<file path="src/rtl/rt_pkg.sv">
package rt_pkg;

  typedef enum logic [1:0] {
    PAT_ZERO,
    PAT_ONES,
    PAT_ADDR,
    PAT_NADDR
  } pat_e;

  typedef struct packed {
    logic rd;
    logic down;
    pat_e pat;
  } step_t;

  localparam logic [2:0] MODE_INCDEC = 3'b110;

  function automatic step_t step_info(input logic [2:0] idx);
    step_t s;
    unique case (idx)
      3'd0: s = '{rd: 1'b0, down: 1'b0, pat: PAT_ZERO};
      3'd1: s = '{rd: 1'b1, down: 1'b0, pat: PAT_ZERO};
      3'd2: s = '{rd: 1'b0, down: 1'b0, pat: PAT_ONES};
      3'd3: s = '{rd: 1'b1, down: 1'b0, pat: PAT_ONES};
      3'd4: s = '{rd: 1'b0, down: 1'b0, pat: PAT_ADDR};
      3'd5: s = '{rd: 1'b1, down: 1'b0, pat: PAT_ADDR};
      3'd6: s = '{rd: 1'b0, down: 1'b1, pat: PAT_NADDR};
      default: s = '{rd: 1'b1, down: 1'b1, pat: PAT_NADDR};
    endcase
    return s;
  endfunction

  function automatic logic mode_runs(input logic [2:0] mode);
    return (mode != 3'b000) && (mode != 3'b111);
  endfunction

  function automatic logic [2:0] mode_first(input logic [2:0] mode);
    unique case (mode)
      3'b011: return 3'd1;
      3'b100: return 3'd2;
      3'b101: return 3'd3;
      3'b110: return 3'd4;
      default: return 3'd0;
    endcase
  endfunction

  function automatic logic [2:0] mode_last(input logic [2:0] mode);
    unique case (mode)
      3'b001: return 3'd7;
      3'b011: return 3'd1;
      3'b100: return 3'd2;
      3'b101: return 3'd3;
      3'b110: return 3'd7;
      default: return 3'd0;
    endcase
  endfunction

endpackage

</file>
<file path="src/rtl/rt_ctrl_reg.sv">
module rt_ctrl_reg
  import rt_pkg::*;
(
  input  logic        clk,
  input  logic        rst_n,
  input  logic        wr_en,
  input  logic [15:10] wr_bits,
  input  logic        done,
  input  logic        done_fail,
  output logic [15:0] rd_data,
  output logic        full_acc,
  output logic        force_fail,
  output logic        run,
  output logic        start,
  output logic [2:0]  start_mode
);

  logic       auto_q;
  logic       full_q, force_q, run_q;
  logic [2:0] mode_q;
  logic [1:0] res_q;
  logic       wr_ok, host_start;

  assign wr_ok      = wr_en && !run_q && !auto_q;
  assign host_start = wr_ok && wr_bits[10] && mode_runs(wr_bits[13:11]);
  assign start      = host_start || auto_q;
  assign start_mode = auto_q ? MODE_INCDEC : wr_bits[13:11];

  always_ff @(posedge clk or negedge rst_n) begin
    if (!rst_n) begin
      auto_q  <= 1'b1;
      full_q  <= 1'b0;
      force_q <= 1'b0;
      mode_q  <= 3'b000;
      run_q   <= 1'b0;
      res_q   <= 2'b00;
    end else begin
      auto_q <= 1'b0;
      if (wr_ok) begin
        full_q  <= wr_bits[15];
        force_q <= wr_bits[14];
        mode_q  <= wr_bits[13:11];
      end
      if (start) begin
        run_q <= 1'b1;
        res_q <= 2'b00;
      end else if (done) begin
        run_q <= 1'b0;
        res_q <= done_fail ? 2'b01 : 2'b10;
      end
    end
  end

  assign rd_data    = {full_q, force_q, mode_q, run_q, res_q, 8'h00};
  assign full_acc   = full_q;
  assign force_fail = force_q;
  assign run        = run_q;


  start_clear_chk: assert property (@(posedge clk) disable iff (!rst_n)
    start |=> run_q && (res_q == 2'b00));

  done_result_chk: assert property (@(posedge clk) disable iff (!rst_n)
    done |=> !run_q && $onehot(res_q));

  done_run_chk: assert property (@(posedge clk) disable iff (!rst_n)
    done |-> run_q);

  force_fail_chk: assert property (@(posedge clk) disable iff (!rst_n)
    done && force_q |=> res_q == 2'b01);

  host_lock_chk: assert property (@(posedge clk) disable iff (!rst_n)
    run_q && wr_en |=> $stable({full_q, force_q, mode_q}));

endmodule

</file>
<file path="src/rtl/rt_seq.sv">
module rt_seq
  import rt_pkg::*;
#(
  parameter int ADDR_W = 15,
  parameter int DATA_W = 16
) (
  input  logic              clk,
  input  logic              rst_n,
  input  logic              start,
  input  logic [2:0]        start_mode,
  output logic [ADDR_W-1:0] acc_addr,
  output logic [DATA_W-1:0] acc_data,
  output logic              acc_we,
  output logic              acc_re,
  output logic              last_acc,
  output logic              active
);

  logic              active_q;
  logic [2:0]        step_q, last_step_q;
  logic [ADDR_W-1:0] cnt_q;
  step_t             info;
  logic              step_end;

  function automatic logic [DATA_W-1:0] pat_word(input pat_e p,
                                                 input logic [ADDR_W-1:0] a);
    logic [DATA_W-1:0] ext;
    ext = DATA_W'(a);
    unique case (p)
      PAT_ZERO:  return '0;
      PAT_ONES:  return '1;
      PAT_ADDR:  return ext;
      default:   return ~ext;
    endcase
  endfunction

  assign info     = step_info(step_q);
  assign acc_addr = info.down ? ~cnt_q : cnt_q;
  assign acc_data = pat_word(info.pat, acc_addr);
  assign acc_we   = active_q && !info.rd;
  assign acc_re   = active_q && info.rd;
  assign step_end = active_q && (&cnt_q);
  assign last_acc = step_end && (step_q == last_step_q);
  assign active   = active_q;

  always_ff @(posedge clk or negedge rst_n) begin
    if (!rst_n) begin
      active_q    <= 1'b0;
      step_q      <= 3'd0;
      last_step_q <= 3'd0;
      cnt_q       <= '0;
    end else if (start) begin
      active_q    <= 1'b1;
      step_q      <= mode_first(start_mode);
      last_step_q <= mode_last(start_mode);
      cnt_q       <= '0;
    end else if (active_q) begin
      cnt_q <= cnt_q + 1'b1;
      if (step_end) step_q <= step_q + 1'b1;
      if (last_acc) active_q <= 1'b0;
    end
  end


  cnt_step_chk: assert property (@(posedge clk) disable iff (!rst_n)
    active_q && !last_acc |=> cnt_q == $past(cnt_q) + 1'b1);

  step_hold_chk: assert property (@(posedge clk) disable iff (!rst_n)
    active_q && !step_end |=> step_q == $past(step_q));

  step_bound_chk: assert property (@(posedge clk) disable iff (!rst_n)
    active_q |-> step_q <= last_step_q);

endmodule

</file>
<file path="src/rtl/rt_cmp.sv">
module rt_cmp #(
  parameter int DATA_W = 16
) (
  input  logic              clk,
  input  logic              rst_n,
  input  logic              clear,
  input  logic              rd_issue,
  input  logic [DATA_W-1:0] exp_in,
  input  logic              last_in,
  input  logic [DATA_W-1:0] rdata,
  output logic              done,
  output logic              failed
);

  logic              vld_q, fin_q, err_q;
  logic [DATA_W-1:0] exp_q;
  logic              mismatch;

  assign mismatch = vld_q && (rdata != exp_q);
  assign done     = fin_q;
  assign failed   = err_q || mismatch;

  always_ff @(posedge clk or negedge rst_n) begin
    if (!rst_n) begin
      vld_q <= 1'b0;
      fin_q <= 1'b0;
      err_q <= 1'b0;
      exp_q <= '0;
    end else if (clear) begin
      vld_q <= 1'b0;
      fin_q <= 1'b0;
      err_q <= 1'b0;
    end else begin
      vld_q <= rd_issue;
      exp_q <= exp_in;
      fin_q <= last_in;
      if (mismatch) err_q <= 1'b1;
    end
  end


  err_sticky_chk: assert property (@(posedge clk) disable iff (!rst_n)
    err_q && !clear |=> err_q);

  done_single_chk: assert property (@(posedge clk) disable iff (!rst_n)
    fin_q |=> !fin_q);

endmodule

</file>
<file path="src/rtl/ram_selftest.sv">
module ram_selftest #(
  parameter int              ADDR_W     = 15,
  parameter int              DATA_W     = 16,
  parameter int              PROT_LIMIT = 512,
  parameter logic [DATA_W-1:0] PROT_MASK = 16'hFF00
) (
  input  logic              clk,
  input  logic              rst_n,
  input  logic              reg_wr_en,
  input  logic [15:0]       reg_wr_data,
  output logic [15:0]       reg_rd_data,
  input  logic [ADDR_W-1:0] host_addr,
  input  logic [DATA_W-1:0] host_wdata,
  input  logic              host_we,
  input  logic              host_re,
  output logic [DATA_W-1:0] host_rdata,
  output logic [ADDR_W-1:0] ram_addr,
  output logic [DATA_W-1:0] ram_wdata,
  output logic [DATA_W-1:0] ram_wbe,
  output logic              ram_we,
  output logic              ram_re,
  input  logic [DATA_W-1:0] ram_rdata
);

  localparam logic [ADDR_W-1:0] PROT_END = ADDR_W'(PROT_LIMIT);

  logic              full_acc, force_fail, run, start;
  logic [2:0]        start_mode;
  logic [ADDR_W-1:0] eng_addr;
  logic [DATA_W-1:0] eng_data, host_wbe;
  logic              eng_we, eng_re, eng_last, eng_active;
  logic              cmp_done, cmp_fail;
  logic              unused_wr_bits;

  assign unused_wr_bits = ^reg_wr_data[9:0];

  rt_ctrl_reg u_reg (
    .clk        (clk),
    .rst_n      (rst_n),
    .wr_en      (reg_wr_en),
    .wr_bits    (reg_wr_data[15:10]),
    .done       (cmp_done),
    .done_fail  (force_fail || cmp_fail),
    .rd_data    (reg_rd_data),
    .full_acc   (full_acc),
    .force_fail (force_fail),
    .run        (run),
    .start      (start),
    .start_mode (start_mode)
  );

  rt_seq #(.ADDR_W(ADDR_W), .DATA_W(DATA_W)) u_seq (
    .clk        (clk),
    .rst_n      (rst_n),
    .start      (start),
    .start_mode (start_mode),
    .acc_addr   (eng_addr),
    .acc_data   (eng_data),
    .acc_we     (eng_we),
    .acc_re     (eng_re),
    .last_acc   (eng_last),
    .active     (eng_active)
  );

  rt_cmp #(.DATA_W(DATA_W)) u_cmp (
    .clk      (clk),
    .rst_n    (rst_n),
    .clear    (start),
    .rd_issue (eng_re),
    .exp_in   (eng_data),
    .last_in  (eng_last),
    .rdata    (ram_rdata),
    .done     (cmp_done),
    .failed   (cmp_fail)
  );

  assign host_wbe = (full_acc || host_addr >= PROT_END) ? '1 : ~PROT_MASK;

  always_comb begin
    if (run) begin
      ram_addr  = eng_addr;
      ram_wdata = eng_data;
      ram_wbe   = '1;
      ram_we    = eng_we;
      ram_re    = eng_re;
    end else begin
      ram_addr  = host_addr;
      ram_wdata = host_wdata;
      ram_wbe   = host_wbe;
      ram_we    = host_we;
      ram_re    = host_re;
    end
  end

  assign host_rdata = ram_rdata;


  tail_quiet_chk: assert property (@(posedge clk) disable iff (!rst_n)
    run && !eng_active |-> !ram_we && !ram_re);

  engine_full_word_chk: assert property (@(posedge clk) disable iff (!rst_n)
    eng_we |-> &ram_wbe);

  reset_quiet_chk: assert property (@(posedge clk)
    !rst_n |-> !eng_we);

endmodule

</file>
<file path="config.mk">
export PLATFORM = sky130hd
export DESIGN_NAME = ram_selftest
export DESIGN_NICKNAME = d
export VERILOG_FILES = /design/src/rtl/rt_pkg.sv /design/src/rtl/rt_ctrl_reg.sv /design/src/rtl/rt_seq.sv /design/src/rtl/rt_cmp.sv /design/src/rtl/ram_selftest.sv
export SDC_FILE = /design/constraint.sdc
export NUM_CORES = 1
export LEC_CHECK = 0
export BUFFER_PORTS_ARGS = -buffer_cell sky130_fd_sc_hd__buf_2
export CAP_MARGIN = 0
export CORE_MARGIN = 1
export CORE_UTILIZATION = 50
export CTS_CLUSTER_DIAMETER = 150
export CTS_CLUSTER_SIZE = 25
export DETAILED_ROUTE_END_ITERATION = 16
export GPL_TIMING_DRIVEN = 0
export PLACE_DENSITY = 0.82
export SLEW_MARGIN = 40
export SYNTH_ARGS = -nofsm -noshare
export SYNTH_HDL_FRONTEND = slang
export SYNTH_SLANG_ARGS = --single-unit
</file>
<file path="constraint.sdc">
create_clock -name clk -period 2.12 [get_ports clk]
set_clock_uncertainty 0.1 [all_clocks]
set_input_delay 0 -clock clk [delete_from_list [all_inputs] [get_ports clk]]
set_output_delay 0 -clock clk [all_outputs]
set_load 0.05 [all_outputs]
</file>
# After elaboration in Yosys (flattened, before gate mapping)
# Cells that the tools add are included.
# totals
out_inout_bits	81
input_bits	68
register_bits	50
# classes
order_cmp	1
n_addsub	2
muxes	29
n_eq_ne	16
bitwise_logic	2
n_reduce_logical	27
# ops
cell	n
$mux W15	4
$mux W16	3
$pmux W16 S3	1
$pmux W4 S7	1
$pmux W3 S4	2
$eq A3 B3 Y1 const B	6
$ne A16 B16 Y1	1
$not A15 Y16	1
$add A15 B1 Y15 const B	1
$ge A15 B10 Y1 const B	1
$not A15 Y15	1
$reduce_and A15 Y1	1
$mux W3	4
$mux W1	11
$logic_and A1 B1 Y1	10
$eq A3 B2 Y1 const B	3
$reduce_bool A2 Y1	4
$eq A3 B1 Y1 const B	2
$mux W2	3
$logic_or A1 B1 Y1	4
$add A3 B1 Y3 const B	1
$eq A3 B3 Y1	1
$logic_not A1 Y1	3
$logic_not A3 Y1	1
other kinds (7)	7

# Longest topological paths before layout
# depth
word_depth	8
mapped_depth	8

# Modules after synthesis
# From an unflattened synthesis, not the netlist that was laid out.
# unflattened
cells_unflattened	362
area_unflattened_um2	3734.8
# modules_own_cells
mod	seq_area_each_um2	cells_each	n_inst	area_each_um2
rt_seq	550.5	183	1	1687.9
rt_cmp	475.5	64	1	875.8
ram_selftest	0.0	73	1	681.9
rt_ctrl_reg	226.5	42	1	489.2

# Least setup slack after synthesis
# No wires, ideal clock.
# synth_timing
path_type	reg-to-output
start	reg u_seq.step_q[0]
end	out ram_wdata[9]
path_stages_with_launch	8
t_arrival_ns	2.444
path_slack_ns	-0.424
t_required_ns	2.020
cell_sequence	dfrtp_1 > inv_1 > ha_1 > nor4_1 > o22a_1 > clkbuf_1 > nand2_1 > a21oi_1
# synth_between
elab_chain_len	6
# synth_rtl
item	line_no	rtl
start: declaration	rt_seq.sv:20	logic [2:0] step_q, last_step_q;
start signal: assignment	rt_seq.sv:54	step_q <= mode_first(start_mode);
start signal: assignment	rt_seq.sv:59	if (step_end) step_q <= step_q + 1'b1;
$eq A3 B3 Y1, or another cell as far along	rt_pkg.sv:20	unique case (idx)
$pmux W4 S7 *	rt_pkg.sv:20	
$mux W15	rt_seq.sv:38	assign acc_addr = info.down ? ~cnt_q : cnt_q;
$not A15 Y16	rt_seq.sv:33	default: return ~ext;
$pmux W16 S3 *	rt_seq.sv:29	unique case (p)
$mux W16 *	ram_selftest.sv:80	if (run) begin
end: declaration	ram_selftest.sv:18	output logic [DATA_W-1:0] ram_wdata,
# Mark *: on every way between the ends. The rest lies on a longest branch, timed or not.

# Worst setup path in the final report
# layout_timing
start	reg u_seq.step_q[1]
end	out ram_addr[9]
# layout_between
elab_chain_len	4
# layout_rtl
item	line_no	rtl
$eq A3 B3 Y1, or another cell as far along	rt_pkg.sv:20	
$pmux W4 S7 *	rt_pkg.sv:20	
$mux W15 *	rt_seq.sv:38	
$mux W15 *	ram_selftest.sv:80	
end: declaration	ram_selftest.sv:17	output logic [ADDR_W-1:0] ram_addr,
# Marks and branches as above.

==> results.sh <==
export IMPL_worstSetupEndpointType="output pin"
export IMPL_cp_start_kind="flip-flop"
export IMPL_wl_um=13900
export IMPL_start_util_pct=51.6
export IMPL_drc=0
export IMPL_cts_tree="yes"
export IMPL_status="finished, violations left"
export IMPL_num_vias=4134
export IMPL_critPathMaxStageDelay_ns=0.55
export IMPL_synth_edf_count=0
export IMPL_yosys_area_top_type="dfrtp_1"
export IMPL_die_h_um=88.5
export IMPL_netlist_area_leader_share_pct=32.8
export IMPL_cts_sinks=50
export IMPL_ys_types=51
export IMPL_clkLatencyLatePin_ns=0.33
export IMPL_critical_path_top_delay_family="compound AO/OA/AOI/OAI gates"
export IMPL_antenna_found_initial=0
export IMPL_cpMostUsedCell="buf_6"
export IMPL_synth_top_family_by_area="simple AND/OR/NAND/NOR gates"
export IMPL_grt_pass1_vias=3642
export IMPL_vias_per_cell=5.80
export IMPL_setup_ws_ns=-0.504
export IMPL_holdPathEnd="u_seq.step_q[1]$_DFFE_PN0P_"
export IMPL_async_reset_ff_share_pct=100
export IMPL_min_period_over_period_pct=124
export IMPL_ys_warn_count=0
export IMPL_die_area_um2=7830
export IMPL_grt_first_pass_wirelength_um=17200
export IMPL_swShare_pct=41.9
export IMPL_rrSetupSlack_ns=-0.10
export IMPL_rsz0062_at_grt="yes"
export IMPL_path_max_fanout=5
export IMPL_synth_area_mux_share_pct=1.77
export IMPL_cp_slowest_cell="or4_4"
export IMPL_placement_io_buffers=119
export IMPL_period_needed_ns=2.62
export IMPL_finalHoldViolations=0
export IMPL_clk_pin_slew_ns=0.09
export IMPL_worst_pin_slew_ns=0.657
export IMPL_first_pass_iters=7
export IMPL_clock_power_share_pct=17.8
export IMPL_io_pins=149
export IMPL_drtAntennaViolNets=0
export IMPL_hp_start="reg_wr_data[13]"
export IMPL_crit_chain="inv_2 -> ha_4 -> or4_4 -> a21oi_4 -> buf_6 -> o21ai_1 -> a31o_2 -> buf_6"
export IMPL_routabilityCongestion=0.919
export IMPL_place_area_um2=4740
export IMPL_clockBufferDepth=2
export IMPL_area_growth_syn_to_layout_pct=56.4
export IMPL_overflow=0
export IMPL_drv_slew=0
export IMPL_synthAdderAreaFrac_pct=2.01
export IMPL_p_total_mw=3.34
export IMPL_crit_buf_inv=3
export IMPL_critPathKind="reg2out"
export IMPL_synth_most_common_cell="nor2_1"
export IMPL_drtIter0Drc=429
export IMPL_hold_path_class="in2reg"
export IMPL_grt_max_degree=51
export IMPL_multi_input_area_um2=2690
export IMPL_p_seq_share_pct=32.0
export IMPL_yosys_area_share_simple_pct=23.0
export IMPL_p_leak_nw=2.59
export IMPL_synth_compound_area_share_pct=17.8
export IMPL_peakVddDrop_mv=0.457
export IMPL_drive_above_1_share_pct=52.4
export IMPL_powerDensity_nw_per_um2=571
export IMPL_regToRegEndpoint="u_cmp.exp_q[9]$_DFFE_PN0P_"
export IMPL_crit_required_ns=2.02
export IMPL_synth_main_ff_cell="dfrtp_1"
export IMPL_maxCapViolCount=0
export IMPL_fmax_mhz=381
export IMPL_fin_area_um2=5850
export IMPL_core_area_um2=7250
export IMPL_synth_common_cells="52 x nor2_1, 49 x dfrtp_1, 43 x buf_4"
export IMPL_whs_path_depth=3
export IMPL_synth_area_um2=3740
export IMPL_violations="setup timing"
export IMPL_synth_xor_area_share_pct=7.49
export IMPL_r2r_start="u_seq.step_q[1]$_DFFE_PN0P_"
export IMPL_syn_inst=445
export IMPL_h_tree_depth=2
export IMPL_slew_headroom_pct=56.2
export IMPL_wl_per_cell_um=19.5
export IMPL_grt_total_usage_pct=28.9
export IMPL_die_x_um=88.5
export IMPL_place_hpwl_um=7690
export IMPL_cp_arrival_ns=2.52
export IMPL_diodes=0
export IMPL_numCtsBuffers=5
export IMPL_synthTopCellsByArea="dfrtp_1 33%, buf_4 8.6%, xnor2_1 5.9%, nor2_1 5.2%, a21oi_1 4.4%"
export IMPL_fillCellCount=417
export IMPL_combPwrFrac_pct=50.3
export IMPL_cts_root_buf="clkbuf_8"
export IMPL_rr_worst_depth=10
export IMPL_syn_area_per_cell_um2=8.41
export IMPL_setup_viol=42
export IMPL_row_count=31
export IMPL_p_switching_mw=1.40
export IMPL_regArea_um2=1260
export IMPL_nNetsFinal=687
export IMPL_p_int_mw=1.94
export IMPL_ys_seq_elements=50
export IMPL_seq_area_frac_synth_pct=33.5
[power groups by stage]
| stage | clock (mW) | sequential, mW | combinational, mW |
|---|---|---|---|
| 6_report | 0.593 | 1.07 | 1.68 |
| 5_1_grt | 0.619 | 1.07 | 1.75 |
| 4_1_cts | 0.580 | 1.06 | 1.44 |
| 3_5_place_dp | 0 | 1.08 | 1.22 |
| 3_3_place_gp | 0 | 1.08 | 1.20 |
| 2_1_floorplan | 0 | 1.09 | 0.954 |
[metrics by stage]
step | hold WS [ns] | util (%) | worst slack [ns] | TNS [ns] | instances
final | 0.0438 | 80.7 | -0.504 | -14.21 | 713
after global routing | 0.0543 | 80.7 | -0.541 | -15.49 | 713
after CTS | 0.00106 | 72.9 | -0.372 | -8.73 | 700
after detailed placement | -0.0363 | 65.3 | -0.513 | -11.92 | 678
after global placement | 0.137 | 65.3 | -0.357 | -7.92 | 678
after floorplan | -0.396 | - | -0.107 | -0.269 | 460
[routing by layer]
layer  vias up  routed length, um  GRT usage [%]
met5         -                  0              0
met4         0                518           12.5
met3        46               1090           4.10
met2       286               7150           51.5
met1      1991               5140           34.9
li1       1811                  -              -
[repair_timing]
action,CTS,global route
resized for setup,104,95
gates cloned,2,1
endpoints found under the setup margin,51,42
endpoints found under the hold margin,56,0
pin swaps,14,26
hold buffers,6,0
setup buffers,6,13
[kinds of logic (layout without fill, tap and decap cells)]
group                    count (synthesis)  count (layout)
XOR/XNOR                                32              32
multiplexers                             6               6
AND/OR/NAND/NOR                        164             164
buffers and inverters                   85             239
adder cells (fa/ha/maj)                  6               6
flip-flops                              50              50
other                                    2              17
AO/OA/AOI/OAI                          100             100
[registers in the layout (all words and copies together) (netlist names)]
| register | flops |
|---|---|
| u_reg.run | 1 |
| u_reg.mode_q | 3 |
| u_seq.last_step_q | 3 |
| u_cmp.done | 1 |
| u_seq.active | 1 |
| u_cmp.err_q | 1 |
| u_cmp.vld_q | 1 |
| u_reg.force_fail | 1 |
| u_seq.step_q | 3 |
| u_seq.cnt_q | 15 |
| u_reg.res_q | 2 |
| u_cmp.exp_q | 16 |
| u_reg.full_acc | 1 |
| u_reg.auto_q | 1 |
[layout by cell type (no fill, tap or decap), types with 3 or more instances in the layout]
cell and n:
xor2_1 7, or3_1 19, a31o_2 5, nor4_1 3, a21oi_2 13, nand2_4 6
dfrtp_1 44, buf_6 31, nand2_1 10, clkbuf_8 5, nor4_4 3, nor3_1 5
o21ai_1 9, mux2_2 5, a21oi_1 17, inv_1 7, buf_12 3, ha_4 4
nand4_1 10, buf_2 96, a21oi_4 14, clkbuf_1 10, dlygate4sd3_1 6, conb_1 17
nand3_1 8, o21ai_2 7, nor2_1 48, dfrtp_2 5, a31o_4 10, xnor2_1 25
o21ai_0 11, nand2_8 9, nor2b_1 16, buf_4 60, buf_8 12
[area by class of cell]
| type | instances | area share, % |
|---|---|---|
| multi-input combinational | 325 | 45.9 |
| sequential | 50 | 21.5 |
| timing repair buffer | 147 | 19.1 |
| buffer | 75 | 9.36 |
| tap | 99 | 2.12 |
| clock buffer | 6 | 1.24 |
| inverter | 9 | 0.577 |
| clock inverter | 2 | 0.235 |
[worst register-to-register path, stage by stage (launching register included)]
cell     delay, ns
dfrtp_2       0.45
inv_2         0.07
ha_4          0.17
buf_4         0.15
buf_12        0.13
nor4_4        0.31
o22a_4        0.26
buf_12        0.18
nand2_4       0.08
buf_6         0.15
a21oi_2       0.12
[worst max path at each step]
| stage | from | endpoint | slack, ns | cells after the start |
|---|---|---|---|---|
| after detailed placement | u_seq.step_q[0]$_DFFE_PN0P_ | ram_wdata[5] | -0.51 | 8 |
| after global routing | u_seq.step_q[1]$_DFFE_PN0P_ | ram_addr[9] | -0.54 | 8 |
| after floorplan | u_seq.step_q[0]$_DFFE_PN0P_ | ram_wdata[4] | -0.11 | 6 |
| final | u_seq.step_q[1]$_DFFE_PN0P_ | ram_addr[9] | -0.50 | 8 |
| after CTS | u_seq.step_q[1]$_DFFE_PN0P_ | ram_addr[10] | -0.37 | 7 |
| after global placement | u_seq.step_q[0]$_DFFE_PN0P_ | ram_wdata[5] | -0.36 | 8 |
No activity file was read; power rests on OpenSTA's default activity.
